<file path="src/rtl/vchain_pkg.sv">
package vchain_pkg;

    localparam int unsigned VC_DEF_MAX_LEN = 64;

    // Status a stage controller publishes to its neighbours.
    typedef struct packed {
        logic armed;   // stage is running
        logic fresh;   // running and no element delivered yet
        logic last;    // this cycle carries the final element of the stage
    } stage_stat_t;

    function automatic int unsigned clamp_len(input int unsigned raw,
                                              input int unsigned lim);
        return (raw > lim) ? lim : raw;
    endfunction

endpackage

</file>
<file path="src/rtl/vc_issue.sv">
module vc_issue #(
    parameter int unsigned LEN_W = 7
) (
    input  logic             clk,
    input  logic             rst,
    input  logic             go_i,
    input  logic [LEN_W-1:0] len_i,
    output logic             active_o
);
    logic [LEN_W-1:0] rem_q;

    always_ff @(posedge clk) begin
        if (rst) begin
            rem_q <= '0;
        end else if (go_i) begin
            rem_q <= len_i;
        end else if (rem_q != '0) begin
            rem_q <= rem_q - LEN_W'(1);
        end
    end

    assign active_o = (rem_q != '0);

    // one element issued per clock, the remaining count drops by one
    p_issue_step_r2: assert property (@(posedge clk) disable iff (rst)
        (rem_q != '0 && !go_i) |=> (rem_q == $past(rem_q) - LEN_W'(1)));

endmodule

</file>
<file path="src/rtl/vc_lat_pipe.sv">
module vc_lat_pipe #(
    parameter int unsigned LAT = 4
) (
    input  logic clk,
    input  logic rst,
    input  logic in_v,
    output logic out_v
);
    generate
        if (LAT <= 1) begin : g_single
            logic v_q;
            always_ff @(posedge clk) begin
                if (rst) v_q <= 1'b0;
                else     v_q <= in_v;
            end
            assign out_v = v_q;
        end else begin : g_chain
            logic [LAT-1:0] sr_q;
            always_ff @(posedge clk) begin
                if (rst) sr_q <= '0;
                else     sr_q <= {sr_q[LAT-2:0], in_v};
            end
            assign out_v = sr_q[LAT-1];
        end
    endgenerate

endmodule

</file>
<file path="src/rtl/vc_stage_ctl.sv">
module vc_stage_ctl
    import vchain_pkg::*;
#(
    parameter int unsigned LEN_W = 7
) (
    input  logic             clk,
    input  logic             rst,
    input  logic             start_i,
    input  logic             src_ok_i,
    input  logic             zero_i,
    input  logic [LEN_W-1:0] run_len_i,
    input  logic             out_v_i,
    output logic             accept_o,
    output logic             refuse_o,
    output stage_stat_t      stat_o
);
    logic             armed_q;
    logic [LEN_W-1:0] cnt_q;
    logic             last_el;

    assign accept_o = start_i && src_ok_i && !armed_q;
    assign refuse_o = start_i && !accept_o;
    assign last_el  = armed_q && out_v_i && (cnt_q == run_len_i - LEN_W'(1));

    always_ff @(posedge clk) begin
        if (rst) begin
            armed_q <= 1'b0;
            cnt_q   <= '0;
        end else if (accept_o) begin
            armed_q <= !zero_i;
            cnt_q   <= '0;
        end else if (armed_q && out_v_i) begin
            if (last_el) begin
                armed_q <= 1'b0;
                cnt_q   <= '0;
            end else begin
                cnt_q <= cnt_q + LEN_W'(1);
            end
        end
    end

    assign stat_o.armed = armed_q;
    assign stat_o.fresh = armed_q && (cnt_q == '0);
    assign stat_o.last  = last_el;

    // a stage only emits elements while it is running
    p_strobe_in_run_r3: assert property (@(posedge clk) disable iff (rst)
        out_v_i |-> armed_q);

    // the busy flag drops right after the final element
    p_disarm_after_last_r6: assert property (@(posedge clk) disable iff (rst)
        last_el |=> !armed_q);

    // a refused start leaves an idle stage idle
    p_refuse_keeps_idle_r5: assert property (@(posedge clk) disable iff (rst)
        (refuse_o && !armed_q) |=> !armed_q);

endmodule

</file>
<file path="src/rtl/vchain_seq.sv">
module vchain_seq
    import vchain_pkg::*;
#(
    parameter int unsigned MAX_LEN    = VC_DEF_MAX_LEN,
    parameter int unsigned NUM_STAGES = 3,
    parameter int unsigned LAT_W      = 8,
    parameter logic [NUM_STAGES*LAT_W-1:0] STAGE_LAT = {8'd6, 8'd7, 8'd12},
    localparam int unsigned LEN_W     = $clog2(MAX_LEN + 1),
    localparam int unsigned LAST      = NUM_STAGES - 1
) (
    input  logic                  clk,
    input  logic                  rst,
    input  logic [LEN_W-1:0]      vec_len,
    input  logic [NUM_STAGES-1:0] stage_go,
    output logic [NUM_STAGES-1:0] elem_vld,
    output logic [NUM_STAGES-1:0] stage_busy,
    output logic                  chain_done,
    output logic                  seq_err
);
    stage_stat_t             st [NUM_STAGES];
    logic [NUM_STAGES-1:0]   acc;
    logic [NUM_STAGES-1:0]   refused;
    logic [NUM_STAGES-1:0]   pipe_in;
    logic [NUM_STAGES-1:0]   src_ok;
    logic [NUM_STAGES-1:0]   armed_v;
    logic [LEN_W-1:0]        len_clamped;
    logic [LEN_W-1:0]        run_len_q;
    logic                    zero_len;
    logic                    issue_v;
    logic                    done_q;
    logic                    err_q;

    assign len_clamped = LEN_W'(clamp_len(32'(vec_len), MAX_LEN));
    assign zero_len    = (len_clamped == '0);

    always_ff @(posedge clk) begin
        if (rst)         run_len_q <= '0;
        else if (acc[0]) run_len_q <= len_clamped;
    end

    vc_issue #(.LEN_W(LEN_W)) u_issue (
        .clk      (clk),
        .rst      (rst),
        .go_i     (acc[0] && !zero_len),
        .len_i    (len_clamped),
        .active_o (issue_v)
    );

    genvar k;
    generate
        for (k = 0; k < NUM_STAGES; k++) begin : g_stage
            if (k == 0) begin : g_head
                assign src_ok[k]  = ~|armed_v;
                assign pipe_in[k] = issue_v;
            end else begin : g_chained
                assign src_ok[k]  = st[k-1].armed && st[k-1].fresh;
                assign pipe_in[k] = elem_vld[k-1] && (st[k].armed || acc[k]);
            end

            vc_lat_pipe #(.LAT(int'(STAGE_LAT[k*LAT_W +: LAT_W]))) u_pipe (
                .clk   (clk),
                .rst   (rst),
                .in_v  (pipe_in[k]),
                .out_v (elem_vld[k])
            );

            vc_stage_ctl #(.LEN_W(LEN_W)) u_ctl (
                .clk       (clk),
                .rst       (rst),
                .start_i   (stage_go[k]),
                .src_ok_i  (src_ok[k]),
                .zero_i    ((k == 0) ? zero_len : 1'b0),
                .run_len_i (run_len_q),
                .out_v_i   (elem_vld[k]),
                .accept_o  (acc[k]),
                .refuse_o  (refused[k]),
                .stat_o    (st[k])
            );

            assign armed_v[k] = st[k].armed;

            if (k > 0) begin : g_chk
                // a downstream stage only starts while its source runs
                p_arm_needs_src_r4: assert property (@(posedge clk) disable iff (rst)
                    $rose(armed_v[k]) |-> $past(armed_v[k-1]));
            end
        end
    endgenerate

    always_ff @(posedge clk) begin
        if (rst) begin
            done_q <= 1'b0;
            err_q  <= 1'b0;
        end else begin
            done_q <= st[LAST].last || (acc[0] && zero_len);
            err_q  <= |refused;
        end
    end

    assign stage_busy = armed_v;
    assign chain_done = done_q;
    assign seq_err    = err_q;

    // completion is reported only once the final stage has stopped
    p_done_after_idle_r7: assert property (@(posedge clk) disable iff (rst)
        chain_done |-> !stage_busy[LAST]);

    // a zero-length start leaves every stage idle
    p_zero_no_busy_r8: assert property (@(posedge clk) disable iff (rst)
        (acc[0] && zero_len) |=> (stage_busy == '0));

endmodule

</file>
<file path="config.mk">
export PLATFORM = sky130hd
export DESIGN_NAME = vchain_seq
export DESIGN_NICKNAME = d
export VERILOG_FILES = /design/src/rtl/vchain_pkg.sv /design/src/rtl/vc_issue.sv /design/src/rtl/vc_lat_pipe.sv /design/src/rtl/vc_stage_ctl.sv /design/src/rtl/vchain_seq.sv
export SDC_FILE = /design/constraint.sdc
export NUM_CORES = 1
export LEC_CHECK = 0
export BUFFER_PORTS_ARGS = -buffer_cell sky130_fd_sc_hd__buf_2
export CAP_MARGIN = 20
export CORE_MARGIN = 5
export CORE_UTILIZATION = 45
export DETAILED_ROUTE_END_ITERATION = 10
export GPL_ROUTABILITY_DRIVEN = 0
export HOLD_SLACK_MARGIN = 0.12
export MAX_ROUTING_LAYER = met4
export SLEW_MARGIN = 30
export SYNTH_ARGS = -nofsm -noshare
export SYNTH_HDL_FRONTEND = slang
export SYNTH_HIERARCHICAL = 1
export SYNTH_SLANG_ARGS = --single-unit
</file>
<file path="constraint.sdc">
create_clock -name clk -period 3.3 [get_ports clk]
set_input_delay 0.33 -clock clk [delete_from_list [all_inputs] [get_ports clk]]
set_output_delay 0.33 -clock clk [all_outputs]
set_load 0.02 [all_outputs]
</file>
==> flow_summary.ini, run 1 <==
[outcome]
status = completed

[critical_path]
rr_startpoint = g_stage[1].u_ctl/cnt_q[0]
critPathKind = reg2reg
required_ns = 3.51
critPathMaxFanout = 6
cp-end-kind = flop
startpoint = g_stage[1].u_ctl/cnt_q[0]
arrival_ns = 2.71
reg2reg_slack_ns = 0.80
crit_path_end = g_stage[2].u_ctl/cnt_q[1]
rr_worst_depth = 10
startpoint_type = flop
r2r_end = g_stage[2].u_ctl/cnt_q[1]

[die]
die_y_um = 101
coreArea_um2 = 8130
fp.dieW_um = 101
die_area_um2 = 10200
ios = 20
rows = 33
start_util_pct = 45.8

[timing]
slew_headroom_pct = 55.1
tightest_slew_ns = 0.672
setup_viol = 0
skew_ns = 0.00640
hold_viol = 0
rsz0062_at_grt = false
maxSlewViolCount = 0
min_period_over_period_pct = 75.6
fin_tns_setup_ns = 0
clock.fmax_mhz = 401
period_minus_slack_ns = 2.50

[route]
vias_per_cell = 5.46
drtPass1Iterations = 5
wire_per_inst_um = 14.3
drc = 0
detail_route.iter0.violations = 133
vias = 3014
antenna_left = 0
drt_wl_total_mm = 7.87

[clocking]
cts_resized = 0
root_buffer = clkbuf_8
cts_tree = built
postCtsSetupBuffers = 0
cts_buffers = 9
cts_max_level = 3
clkSinkCount = 65
clk_pin_slew_ns = 0.07
cts_hold_buf = 0
clk_path_buf_depth = 2
clk_latency_ns = 0.34

[final_layout]
final_area_um2 = 4040
final_common_cell = dfxtp_1
final_net_count = 466
nFillCells = 767
syn_to_final_growth_pct = 8.64
antennaDiodeCount = 0
drive_above_1_share_pct = 14.8
mostFrequentLayoutCells = 65 x dfxtp_1, 30 x nand2_1, 26 x nor2b_1, 26 x a21oi_1, 26 x xnor2_1
multi_input_comb_area_um2 = 2260
seq_area_um2 = 1300

[pwr]
switching_share_pct = 31.8
powerDensity_nw_per_um2 = 495
vdd_drop_max_uv = 559
power_frac_clock_pct = 28.8
leakage_nw = 1.50
intPower_w = 0.00137
pwr-share-seq_pct = 45.2
power.switching_w = 0.000636
pwr-share-comb_pct = 26.0

[logic_synthesis]
avgSynthCellArea_um2 = 8.74
netlist_area_um2 = 3720
synthCells = 426
yosysWarnings = 6

[global_routing]
antenna_found_initial = 0
overflow = 0
grt.total_usage_pct = 17.4
grt_pass1_wl_mm = 13.7
grt_max_degree = 37
grt_pass1_vias = 2903

[job]
maxCapViolations = 0

[hold_path]
min_path_type = in2reg

[placed_design]
placed_area_um2 = 3880
hpwl_mm = 5.60
port_buffers = 19
[worst max-delay path: stages (launching register included)]
cell      delay, ns
dfxtp_1        0.36
inv_1          0.12
ha_1           0.15
or4b_2         0.57
nor4_1         0.19
and2_1         0.18
and3b_1        0.26
nor2_1         0.15
nand3_1        0.17
o21bai_1       0.13
o211ai_1       0.10
[through the flow]
| step | instances | total power (W) | utilization, % | hold WS [ns] | setup WS [ns] |
|---|---|---|---|---|---|
| after CTS | 552 | 0.00203 | 49.7 | 0.255 | 0.802 |
| after detailed placement | 537 | 0.00144 | 47.7 | 0.426 | 0.830 |
| after global routing | 552 | 0.00212 | 49.7 | 0.266 | 0.561 |
| final | 552 | 0.00200 | 49.7 | 0.270 | 0.804 |
| after global placement | 537 | 0.00144 | 47.7 | 0.417 | 0.844 |
| after floorplan | 427 | 0.00134 | - | 0.402 | 0.960 |
[area by class of cell]
class	instances	area share, %
clock inverter	4	0.495
sequential	65	32.2
timing repair buffer	22	2.91
clock buffer	11	3.50
inverter	20	1.86
tap	105	3.25
multi-input combinational	325	55.8
[worst min-delay path by stage]
| stage | from | endpoint | slack (ns) | depth (start not counted) |
|---|---|---|---|---|
| CTS | vec_len[4] | run_len_q[4] | 0.25 | 3 |
| finish | vec_len[4] | run_len_q[4] | 0.27 | 3 |
| global placement | g_stage[1].u_pipe/g_chain.sr_q[4] | g_stage[1].u_pipe/g_chain.sr_q[5] | 0.42 | 1 |
| detailed placement | g_stage[1].u_pipe/g_chain.sr_q[4] | g_stage[1].u_pipe/g_chain.sr_q[5] | 0.43 | 1 |
| floorplan | rst | g_stage[1].u_pipe/g_chain.sr_q[0] | 0.40 | 1 |
| global route | vec_len[4] | run_len_q[4] | 0.27 | 3 |
[per-layer routing]
layer | GRT usage [%] | part of all wire, % | up-vias | wire (µm)
met5 | - | 0 | - | 0
met4 | 7.46 | 1.7 | 0 | 132
met3 | 3.25 | 2.7 | 13 | 215
met2 | 27.3 | 48 | 38 | 3780
met1 | 21.8 | 48 | 1435 | 3750
li1 | - | - | 1528 | -
[state kept, by name, indices dropped and copies added, names as in the netlist]
signal,cells
chain_done,1
u_issue/rem_q,7
g_stage.u_pipe/g_chain.sr_q,25
g_stage.u_ctl/armed_q,3
run_len_q,7
g_stage.u_ctl/cnt_q,21
seq_err,1
[power by group through the flow]
stage                     logic [W]  clock network (W)  registers (W)
final                      0.000520           0.000576       0.000905
after global routing       0.000579           0.000630       0.000916
after floorplan            0.000430                  0       0.000909
after global placement     0.000515                  0       0.000922
after CTS                  0.000523           0.000601       0.000906
after detailed placement   0.000521                  0       0.000924
Power figures use the tool's default switching activity.
==> run 2: changes to the inputs <==
--- a/config.mk
+++ b/config.mk
@@ -5,6 +5,7 @@
 export SDC_FILE = /design/constraint.sdc
 export NUM_CORES = 1
 export LEC_CHECK = 0
+export ABC_AREA = 1
 export BUFFER_PORTS_ARGS = -buffer_cell sky130_fd_sc_hd__buf_2
 export CAP_MARGIN = 20
 export CORE_MARGIN = 5
==> constraint.sdc (replaced) <==
create_clock -name clk -period 2.4 [get_ports clk]
set_input_delay 0.24 -clock clk [delete_from_list [all_inputs] [get_ports clk]]
set_output_delay 0.24 -clock clk [all_outputs]
set_load 0.02 [all_outputs]
==> flow_summary.ini, run 2 <==
[final_layout]
largest_register_ff_count = 25
top_regs = g_stage.u_pipe/g_chain.sr_q (25), g_stage.u_ctl/cnt_q (21)
mostFrequentLayoutCells = 139 x nand2_1, 105 x inv_1, 91 x nor2_1
antennaDiodeCount = 0
finish.utilization_pct = 50.6
largest-register = g_stage.u_pipe/g_chain.sr_q
syn_to_final_growth_pct = 10.2
final_common_cell = nand2_1
drive_above_1_share_pct = 15.4
final_area_um2 = 4140
final_net_count = 616

[hold_path]
min_path_type = in2reg

[timing]
maxSlewViolCount = 0
rsz0062_at_grt = false
tightest_slew_ns = 0.600
period_minus_slack_ns = 1.85
min_period_over_period_pct = 77.2
skew_ns = 0.00686
setup_viol = 0
fin_tns_setup_ns = 0
clock.fmax_mhz = 540
slew_headroom_pct = 60.0
hold_viol = 0

[global_routing]
grt.total_usage_pct = 16.7
antenna_found_initial = 0
overflow = 0
grt_pass1_wl_mm = 13.5
grt_pass1_vias = 3159
grt_max_degree = 32

[clocking]
clkSinkCount = 65
cts_tree = built
cts_resized = 0
cts_hold_buf = 0
cts_max_level = 3
postCtsSetupBuffers = 0
clk_pin_slew_ns = 0.07
cts_buffers = 9
clk_path_buf_depth = 2
clk_latency_ns = 0.33
root_buffer = clkbuf_8

[critical_path]
critPathKind = reg2reg
cpMostUsedCell = nand2_1
critPathMaxFanout = 10
cp-end-kind = flop
crit_slowest_cell = dfxtp_1
arrival_ns = 2.12
required_ns = 2.67
startpoint_type = flop
path_cells = inv_1, ha_1, inv_1, nand2_1, nand2_1, nand2_1, nand2_1, nand2_1, nor2_1, nand2_2, inv_1, inv_1, a21oi_1
cpPeakStageDelay_ns = 0.54

[pwr]
leakage_nw = 1.99
p_total_w = 0.00309
pwr-share-seq_pct = 41.0
pwr-share-comb_pct = 27.0
intPower_w = 0.00207
powerDensity_nw_per_um2 = 746
power.switching_w = 0.00101
switching_share_pct = 32.8
vdd_drop_max_uv = 470
power_frac_clock_pct = 32.0

[logic_synthesis]
synthCells = 570
netlist_area_um2 = 3760
yosysWarnings = 6
avgSynthCellArea_um2 = 6.59

[placed_design]
hpwl_mm = 5.65
placed_area_um2 = 3930
port_buffers = 19

[die]
rows = 33
ios = 20
die_area_um2 = 10300
die_y_um = 101
start_util_pct = 45.9
coreArea_um2 = 8180
fp.dieW_um = 101

[route]
vias_per_cell = 4.52
drt_wl_total_mm = 7.43
vias = 3179
antenna_left = 0
detail_route.iter0.violations = 127
wire_per_inst_um = 10.6
drtPass1Iterations = 4
drc = 0

[job]
maxCapViolations = 0

[outcome]
status = completed
-- run 2: power groups by stage --
stage	logic [W]	registers [W]	clock network (W)
finish	0.000834	0.00126	0.000988
global route	0.000978	0.00128	0.00107
CTS	0.000843	0.00127	0.00102
detailed placement	0.000839	0.00129	0
global placement	0.000826	0.00129	0
floorplan	0.000706	0.00126	0
-- run 2: routing by layer --
metal  GRT usage [%]  vias up  part of all wire [%]
li1                -     1739                     -
met1            20.1     1391                    50
met2            27.1       33                    45
met3            4.06       16                   2.9
met4            6.44        0                   2.1
met5               -        -                     0
-- run 2: final cells by class --
| class | count | area (µm²) |
|---|---|---|
| Multi-Input combinational cell | 379 | 1940 |
| Sequential cell | 65 | 1300 |
| Timing Repair Buffer | 22 | 118 |
| Clock inverter | 6 | 82.6 |
| Inverter | 116 | 437 |
| Clock buffer | 10 | 128 |
| Fill cell | 854 | 4040 |
| Tap cell | 105 | 131 |
-- run 2: path summary, 6_finish.rpt --
check                                         start                                end  slack, ns  cells past startpoint
setup / recovery                       run_len_q[0]                         chain_done       0.55                     13
hold / removal                           vec_len[5]                       run_len_q[5]       0.21                      3
setup reg to reg                       run_len_q[0]                         chain_done       0.55                     13
hold reg to reg   g_stage[2].u_pipe/g_chain.sr_q[1]  g_stage[2].u_pipe/g_chain.sr_q[2]       0.40                      2
-- run 2: stage by stage --
step / hold slack [ns] / instances / setup slack, ns
after CTS: 0.190 / 703 / 0.553
final: 0.205 / 703 / 0.548
after floorplan: 0.302 / 571 / 0.553
after detailed placement: 0.393 / 687 / 0.552
after global placement: 0.389 / 687 / 0.583
after global routing: 0.191 / 703 / 0.284
-- run 2: critical path, delay by kind of cell (launching register included) --
kind                     cells  cell delay, ns
AND/OR/NAND/NOR              7            0.55
flip-flops                   1            0.54
buffers and inverters        4            0.31
adder cells (fa/ha/maj)      1            0.27
AO/OA/AOI/OAI                1            0.12
